## config.mk

```make
export PLATFORM = sky130hd
export DESIGN_NAME = rdlvl_engine
export DESIGN_NICKNAME = d
export VERILOG_FILES = /design/src/rtl/rdlvl_engine.sv
export SDC_FILE = /design/constraint.sdc
export NUM_CORES = 1
export LEC_CHECK = 0
export BUFFER_PORTS_ARGS = -buffer_cell sky130_fd_sc_hd__buf_4
export CAP_MARGIN = 30
export CORE_MARGIN = 2
export CORE_UTILIZATION = 54
export DETAILED_ROUTE_END_ITERATION = 12
export PLACE_DENSITY_LB_ADDON = 0.1
export SETUP_SLACK_MARGIN = 0.02
export SKIP_CTS_REPAIR_TIMING = 1
export SYNTH_ARGS = -nofsm -noshare
export SYNTH_HDL_FRONTEND = slang
export SYNTH_SLANG_ARGS = --single-unit
```

## constraint.sdc

```tcl
create_clock -name clk -period 3.8 [get_ports clk]
set_clock_uncertainty 0.15 [all_clocks]
set_input_delay 0.38 -clock clk [delete_from_list [all_inputs] [get_ports clk]]
set_output_delay 0.38 -clock clk [all_outputs]
set_load 0.01 [all_outputs]
```

## src/rtl/rdlvl_engine.sv

```systemverilog
module rdlvl_engine #(
  parameter logic [31:0] BASE_ADDR   = 32'h0000_0000,
  parameter int          CHAN_STRIDE = 128,
  parameter int          CHAN_W      = 1,
  parameter int          DEFAULT_OFS = 8,
  parameter int          MAX_OFS     = 127
) (
  input  logic              clk,
  input  logic              rst_n,
  input  logic              start,
  input  logic [6:0]        coarse,
  input  logic [CHAN_W-1:0] chan,
  output logic              req_valid,
  input  logic              req_ready,
  output logic              req_we,
  output logic [31:0]       req_addr,
  output logic [31:0]       req_wdata,
  input  logic              rd_valid,
  input  logic [31:0]       rd_data,
  output logic [31:0]       offset_word,
  output logic              resync,
  output logic              busy,
  output logic              done
);

  localparam logic [7:0]        DEF_B = 8'(DEFAULT_OFS);
  localparam logic signed [8:0] DEF_S = 9'(DEFAULT_OFS);
  localparam logic signed [8:0] MAX_S = 9'(MAX_OFS);

  typedef enum logic [2:0] {S_IDLE, S_WR, S_DFLT, S_SET, S_SYNC, S_RD, S_RWAIT, S_FINAL} st_t;
  typedef enum logic [1:0] {PH_SET, PH_RD, PH_END} ph_t;

  st_t               st;
  ph_t               ph;
  logic [1:0]        widx, ridx, lane;
  logic              dir, ok;
  logic signed [8:0] shift, left_q, right_q;
  logic [CHAN_W-1:0] chan_q;
  logic signed [8:0] res_l [4];
  logic signed [8:0] res_r [4];

  function automatic logic [31:0] pat(input logic [1:0] i);
    case (i)
      2'd0:    return 32'h5A5A_5A5A;
      2'd1:    return 32'hA5A5_A5A5;
      2'd2:    return 32'hF0F0_F0F0;
      default: return 32'h0F0F_0F0F;
    endcase
  endfunction

  function automatic logic [7:0] sm(input logic signed [8:0] v);
    logic signed [8:0] m;
    m = -v;
    if (v < 0) return {1'b1, m[6:0]};
    return {1'b0, v[6:0]};
  endfunction

  logic signed [8:0] sweep_start, sweep_end, sum_r;
  logic [31:0]       base_addr, final_word;
  logic [1:0]        aidx;
  logic              match, pass_now;

  assign sweep_start = dir ? right_q : left_q;
  assign sweep_end   = dir ? left_q  : right_q;
  assign sum_r       = DEF_S + $signed({2'b00, coarse});
  assign base_addr   = BASE_ADDR + 32'(chan_q) * 32'(CHAN_STRIDE);
  assign aidx        = (st == S_WR) ? widx : ridx;
  assign match       = rd_data[{lane, 3'b000} +: 8] == pat(ridx)[{lane, 3'b000} +: 8];
  assign pass_now    = ok & match;

  always_comb begin
    final_word = '0;
    for (int i = 0; i < 4; i++) begin
      logic signed [9:0] s, h;
      s = $signed({res_l[i][8], res_l[i]}) + $signed({res_r[i][8], res_r[i]});
      h = s / 10'sd2;
      final_word[i*8 +: 8] = sm(h[8:0]);
    end
  end

  assign req_valid = (st == S_WR) || (st == S_RD);
  assign req_we    = (st == S_WR);
  assign req_addr  = base_addr + {28'd0, aidx, 2'b00};
  assign req_wdata = (st == S_WR) ? pat(widx) : 32'd0;
  assign resync    = (st == S_SYNC);
  assign done      = (st == S_SYNC) && (ph == PH_END);
  assign busy      = (st != S_IDLE);

  always_ff @(posedge clk or negedge rst_n) begin
    if (!rst_n) begin
      st          <= S_IDLE;
      ph          <= PH_SET;
      widx        <= '0;
      ridx        <= '0;
      lane        <= '0;
      dir         <= 1'b0;
      ok          <= 1'b0;
      shift       <= '0;
      left_q      <= '0;
      right_q     <= '0;
      chan_q      <= '0;
      offset_word <= '0;
      for (int i = 0; i < 4; i++) begin
        res_l[i] <= DEF_S;
        res_r[i] <= DEF_S;
      end
    end else begin
      case (st)
        S_IDLE: if (start) begin
          left_q  <= DEF_S - $signed({2'b00, coarse});
          right_q <= (sum_r > MAX_S) ? MAX_S : sum_r;
          chan_q  <= chan;
          widx    <= '0;
          st      <= S_WR;
        end
        S_WR: if (req_ready) begin
          if (widx == 2'd3) begin
            dir  <= 1'b0;
            lane <= '0;
            st   <= S_DFLT;
          end else begin
            widx <= widx + 2'd1;
          end
        end
        S_DFLT: begin
          offset_word <= {4{DEF_B}};
          if (dir) res_r[lane] <= DEF_S;
          else     res_l[lane] <= DEF_S;
          shift <= sweep_start;
          ph    <= PH_SET;
          st    <= S_SYNC;
        end
        S_SET: begin
          offset_word[{lane, 3'b000} +: 8] <= sm(shift);
          ph <= PH_RD;
          st <= S_SYNC;
        end
        S_SYNC: begin
          case (ph)
            PH_SET: st <= S_SET;
            PH_RD: begin
              ridx <= '0;
              ok   <= 1'b1;
              st   <= S_RD;
            end
            default: st <= S_IDLE;
          endcase
        end
        S_RD: if (req_ready) st <= S_RWAIT;
        S_RWAIT: if (rd_valid) begin
          if (ridx != 2'd3) begin
            ok   <= pass_now;
            ridx <= ridx + 2'd1;
            st   <= S_RD;
          end else if (pass_now || shift == sweep_end) begin
            if (pass_now) begin
              if (dir) res_r[lane] <= shift;
              else     res_l[lane] <= shift;
            end
            if (lane == 2'd3) begin
              lane <= '0;
              if (dir) st <= S_FINAL;
              else begin
                dir <= 1'b1;
                st  <= S_DFLT;
              end
            end else begin
              lane <= lane + 2'd1;
              st   <= S_DFLT;
            end
          end else begin
            shift <= dir ? shift - 9'sd1 : shift + 9'sd1;
            st    <= S_SET;
          end
        end
        S_FINAL: begin
          offset_word <= final_word;
          ph <= PH_END;
          st <= S_SYNC;
        end
        default: st <= S_IDLE;
      endcase
    end
  end

endmodule

```

# Word-level counts from Yosys, hierarchy flattened
# Cells that the tools add are included.
# word_totals
elab_cells	211
output_inout_bits	101
register_bits	145
input_bits	45
# classes
eq_ne	35
n_mux	87
n_lt_le_gt_ge	8
bitwise_logic	11
n_reduce_logical	24
addsub	22
shift	4
# ops
cell	n
$mux W36	12
$pmux W32 S3	3
$pmux W36 S2	2
$mux W8	12
$bwmux W36	2
$and A32 B32 Y32	2
$shiftx A32 B6 Y8	2
$mux W9	7
$lt A9 B1 Y1 const B	5
$add A9 B9 Y10	4
$add A9 B1 Y9	4
$neg A7 Y7	5
$bwmux W32	1
$mux W32	1
$ne A2 B2 Y1 const B	16
$not A32 Y32	1
$shift A8 B7 Y32 const A	1
$shiftx A8 B7 Y32	1
$mux W3	9
$mux W2	13
$reduce_and A7 Y1	3
$demux W9 S2	1
$pmux W3 S6	1
$pmux W9 S2	1
other kinds (37)	82

# Depth between registers and ports, before layout
# logic_depth
word_depth	12
mapped_depth	16
mapped_depth_nobuf	15

# Least setup slack after synthesis
# OpenSTA, ideal clock, no wires.
# synth_path
kind	register -> register
startpoint	register res_l[28] (netlist bit)
endpoint	register offset_word[2]
setup_ns	0.092
n_path_buf	1
synth_period_minus_slack_ns	3.679
t_required_ns	3.558
arrival_time_ns	3.437
stages_incl_launch_ff	16
path_slack_ns	0.121
path_cell_list	dfrtp_1 ha_1 a211oi_4 o21ai_2 and2_4 o311ai_4 a31oi_2 and2b_1 ha_1 ha_1 nand3_1 nand3b_1 or4_1 buf_2 and4_4 o31ai_2
# synth_between
elab_chain_cells	7
elab_cells_between_ends	9
cone_classes	add/sub (3); order compare (1); mux (4); bitwise (1)
# synth_lines
element	line_no	text
start: declaration	39	logic signed [8:0] res_l [4];
start signal: indexed assignment	158	else res_l[lane] <= shift;
$add A9 B9 Y10 *	75	s = $signed({res_l[i][8], res_l[i]}) + $signed({res_r[i][8], res_r[i]});
$and A1 B1 Y1 (no source line)	--	
$add A9 B1 Y9 (no source line) *	--	
$lt A9 B1 Y1 or $neg A7 Y7 (tied branches)	54, 53	
$mux W1 or $mux W8 (tied branches)	54	if (v < 0) return {1'b1, m[6:0]};
$mux W8 *	55	return {1'b0, v[6:0]};
$pmux W32 S3 *	108	case (st)
end signal: assignment	126	offset_word <= {4{DEF_B}};
end signal: indexed assignment	134	offset_word[{lane, 3'b000} +: 8] <= sm(shift);
end signal: assignment	177	offset_word <= final_word;
end: declaration	20	output logic [31:0] offset_word,
# Every way passes the cells marked *; elsewhere a longest branch is shown, timed or not. The select of a mux whose other input is x is not followed.
# A chain may end at the register's enable or synchronous reset.

# Final worst setup path
# layout_path
startpoint	register res_l[11] (netlist bit)
endpoint	register offset_word[22]
# Same word-level chain as after synthesis.

==> impl_metrics.py <==
metrics = {
    "critical_path": {
        "setup.worst_path.start": "res_l[11]",
        "timing.rr.start": "res_l[11]",
        "end_kind": "register",
        "arrival_ns": 3.85,
        "rrSetupSlack_ns": 0.14,
        "cp-start-kind": "register",
        "crit_fanout": 5,
        "r2r-end": "offset_word[22]",
        "worstPathRequired_ns": 3.99,
        "critical_path_class": "register to register",
        "r2r_cells": 14,
    },
    "outcome": {
        "outcome": "finished, violations left",
        "violations": "hold timing",
    },
    "hold_path": {
        "min-delay-start": "chan",
        "hold_depth": 3,
        "holdPathEnd": "chan_q",
        "hp-class": "input port to register",
    },
    "route": {
        "wire_per_inst_microns": 18.6,
        "first_iter_violations": 475,
        "wirelength_mm": 28.4,
        "ant_nets": 0,
        "vias": 8945,
        "first_pass_iters": 5,
        "drc": 0,
        "vias_per_cell": 5.85,
    },
    "cts": {
        "cts-htree-levels": 4,
        "numClockSinks": 143,
        "path_clk_slew_ns": 0.07,
        "insertion_delay_ns": 0.43,
        "cts-root-buf": "clkbuf_16",
        "cts_tree": "done",
        "cts.path.max_buffers": 2,
        "cts_buffers": 17,
    },
    "placement": {
        "gp_congestion": 0.903,
        "port_buffers": 116,
        "dp_hpwl_mm": 21.2,
    },
    "logic_synthesis": {
        "async_flop_share": 1.00,
        "ys_types": 97,
        "synth_enable_flop_cells": 0,
        "postSynthCellCount": 1136,
        "synth_area_per_cell_sq_um": 9.57,
        "synth_seq_cells": 143,
        "ys_seq_area_frac": 0.330,
        "synth-warning-count": 0,
        "syn_area_sq_mm": 0.0109,
        "synth_flop_cell": "dfrtp_1",
    },
    "floorplan": {
        "initial_core_util": 0.555,
        "core_area_sq_mm": 0.0196,
        "io_pins": 146,
        "die-height_microns": 146,
        "die_w_microns": 146,
        "std_cell_rows": 51,
        "die-area_sq_mm": 0.0213,
    },
    "cells_and_area": {
        "fin_nets": 1377,
        "area_delta_synth_final_pct": 17.7,
        "nFillCells": 1600,
        "multi_input_area_sq_mm": 0.00682,
        "drive_gt1_frac": 0.289,
        "final-seq-area_sq_mm": 0.00359,
        "diodes": 0,
    },
    "power": {
        "clkPwrFrac": 0.272,
        "internal_power_uw": 3670,
        "switchingPower_uw": 2410,
        "power_density_mw_per_mm2": 475,
        "switching_share": 0.396,
        "combPwrFrac": 0.388,
        "vdd_ir_drop_max_v": 0.000339,
        "seqPwrFrac": 0.339,
        "p_leak_uw": 0.00590,
    },
    "timing": {
        "rsz0062_at_grt": "yes",
        "relSlewSlack": 0.330,
        "setup_viol_count_final": 0,
        "setup_tns_ns": 0,
        "clock.fmax_mhz": 273,
        "tightest_slew_ns": 1.00,
        "drv_slew": 0,
        "fin_hold_ws_ns": -0.00902,
        "period_share": 0.964,
        "layout_min_cycle_time_ns": 3.66,
        "hold_violations": 1,
    },
    "grt": {
        "grt_max_degree": 97,
        "grt_first_pass_wirelength_mm": 44.9,
        "grt_pass1_vias": 8651,
        "gr-usage-all-layers": 0.265,
        "antenna_found_initial": 0,
        "gr-total-overflow": 0,
    },
    "job": {
        "max-cap-violations": 0,
    },
}
[Yosys cell counts (5+ instances only)]
| cell type | n | area share |
|---|---|---|
| o21a_1 | 6 | 0.0041 |
| dfrtp_1 | 135 | 0.31 |
| nand3_1 | 33 | 0.015 |
| a21o_1 | 6 | 0.0041 |
| and3_1 | 16 | 0.0092 |
| a31oi_1 | 11 | 0.0063 |
| nor2b_1 | 10 | 0.0058 |
| dfstp_2 | 8 | 0.019 |
| xor2_1 | 25 | 0.020 |
| a211oi_1 | 11 | 0.0076 |
| inv_1 | 60 | 0.021 |
| o21ai_1 | 12 | 0.0055 |
| buf_2 | 8 | 0.0037 |
| and2_1 | 11 | 0.0063 |
| clkbuf_1 | 25 | 0.0086 |
| nand3b_1 | 7 | 0.0048 |
| mux2i_1 | 23 | 0.021 |
| nor4_1 | 9 | 0.0052 |
| o211ai_1 | 10 | 0.0069 |
| nand2b_1 | 11 | 0.0063 |
| and4_1 | 5 | 0.0040 |
| o31a_1 | 7 | 0.0056 |
| fa_1 | 5 | 0.0092 |
| nand2_1 | 72 | 0.025 |
| buf_4 | 58 | 0.040 |
| a21oi_1 | 31 | 0.014 |
| a22oi_1 | 31 | 0.021 |
| o21ai_0 | 57 | 0.026 |
| nor2_1 | 70 | 0.024 |
| or3_1 | 6 | 0.0035 |
| nor3_1 | 22 | 0.010 |
| xnor2_1 | 49 | 0.039 |
| or2_2 | 5 | 0.0029 |
| a2111oi_0 | 5 | 0.0040 |
| mux2_2 | 78 | 0.081 |
| o2111ai_1 | 5 | 0.0040 |
| o31ai_1 | 11 | 0.0076 |
| ha_1 | 76 | 0.087 |
[worst max-delay path by stage]
stage                      endpoint  slack (ns)  depth (start not counted)
floorplan            offset_word[2]        0.12                         15
global placement    offset_word[21]        0.06                         14
detailed placement  offset_word[22]       -0.03                         14
CTS                  offset_word[5]       -0.05                         15
global route        offset_word[22]       -0.06                         15
finish              offset_word[22]        0.14                         14
[power by group through the flow]
stage / clock, uW / combinational [uW] / sequential, uW
global placement: 0 / 2280 / 2070
detailed placement: 0 / 2330 / 2080
floorplan: 0 / 1560 / 1950
finish: 1660 / 2360 / 2060
CTS: 1680 / 2340 / 2060
global route: 1740 / 2570 / 2090
[layout make-up]
cell class                      instances  area share
Sequential cell                       143       0.281
Clock buffer                           19      0.0354
Multi-Input combinational cell        865       0.533
Clock inverter                         13     0.00997
Inverter                               62      0.0182
Timing Repair Buffer                  162      0.0969
Tap cell                              265      0.0259
[critical path: stages (launching register included)]
cell	delay [ns]
dfrtp_1	0.41
ha_4	0.27
a21oi_2	0.15
a21o_1	0.16
a21oi_1	0.07
a211o_1	0.26
a221o_1	0.33
nor2b_1	0.13
ha_2	0.21
ha_2	0.20
and3_4	0.21
nand3_4	0.11
or4_4	0.56
and4_1	0.17
o31ai_1	0.19
[metrics by stage]
| step | setup slack (ns) | total power (uW) | cell area, sq um | std cells | util |
|---|---|---|---|---|---|
| 6_report | 0.136 | 6080 | 12800 | 1529 | 0.653 |
| 5_1_grt | -0.0564 | 6400 | 12800 | 1529 | 0.653 |
| 2_1_floorplan | 0.121 | 3520 | 11000 | 1164 | - |
| 4_1_cts | -0.0469 | 6080 | 12500 | 1521 | 0.636 |
| 3_3_place_gp | 0.0569 | 4350 | 11900 | 1487 | 0.606 |
| 3_5_place_dp | -0.0275 | 4410 | 11900 | 1489 | 0.607 |
[cell usage in the layout, fill, tap and decap left out, types with 15 or more instances in the layout]
cell       instances
a21oi_1           29
a22oi_1           30
and3_1            15
buf_4            158
clkbuf_16         17
conb_1            29
dfrtp_1          134
ha_1              62
inv_1             60
mux2_2            77
mux2i_1           23
nand2_1           72
nand3_1           30
nor2_1            70
nor3_1            19
o21ai_0           56
xnor2_1           47
xor2_1            25
[kinds of logic (layout without fill, tap and decap cells)]
group / Yosys count / after routing / synth area share
multiplexers: 105 / 105 / 0.110
AND/OR/NAND/NOR: 317 / 317 / 0.155
XOR/XNOR: 75 / 75 / 0.0611
AO/OA/AOI/OAI: 258 / 258 / 0.172
flip-flops: 143 / 143 / 0.330
buffers and inverters: 156 / 256 / 0.0748
other: 1 / 29 / 0.000345
adder cells (fa/ha/maj): 81 / 81 / 0.0967
[flip-flops by register name, summed over array words and instances, names as in the netlist]
register and flops:
res_l 36, widx 2, chan_q 1, ok 1, dir 1, offset_word 32
st 3, ph 2, right_q 8, left_q 8, res_r 36, ridx 2
lane 2, shift 9
[layer usage]
layer	wire [microns]	track usage	vias up	share of wire
li1	-	-	4289	-
met2	13300	0.428	253	0.47
met5	0	0	-	0
met4	990	0.115	0	0.035
met1	12600	0.348	4347	0.44
met3	1570	0.0530	56	0.055
Note: power is estimated with default switching activity, not from simulation.
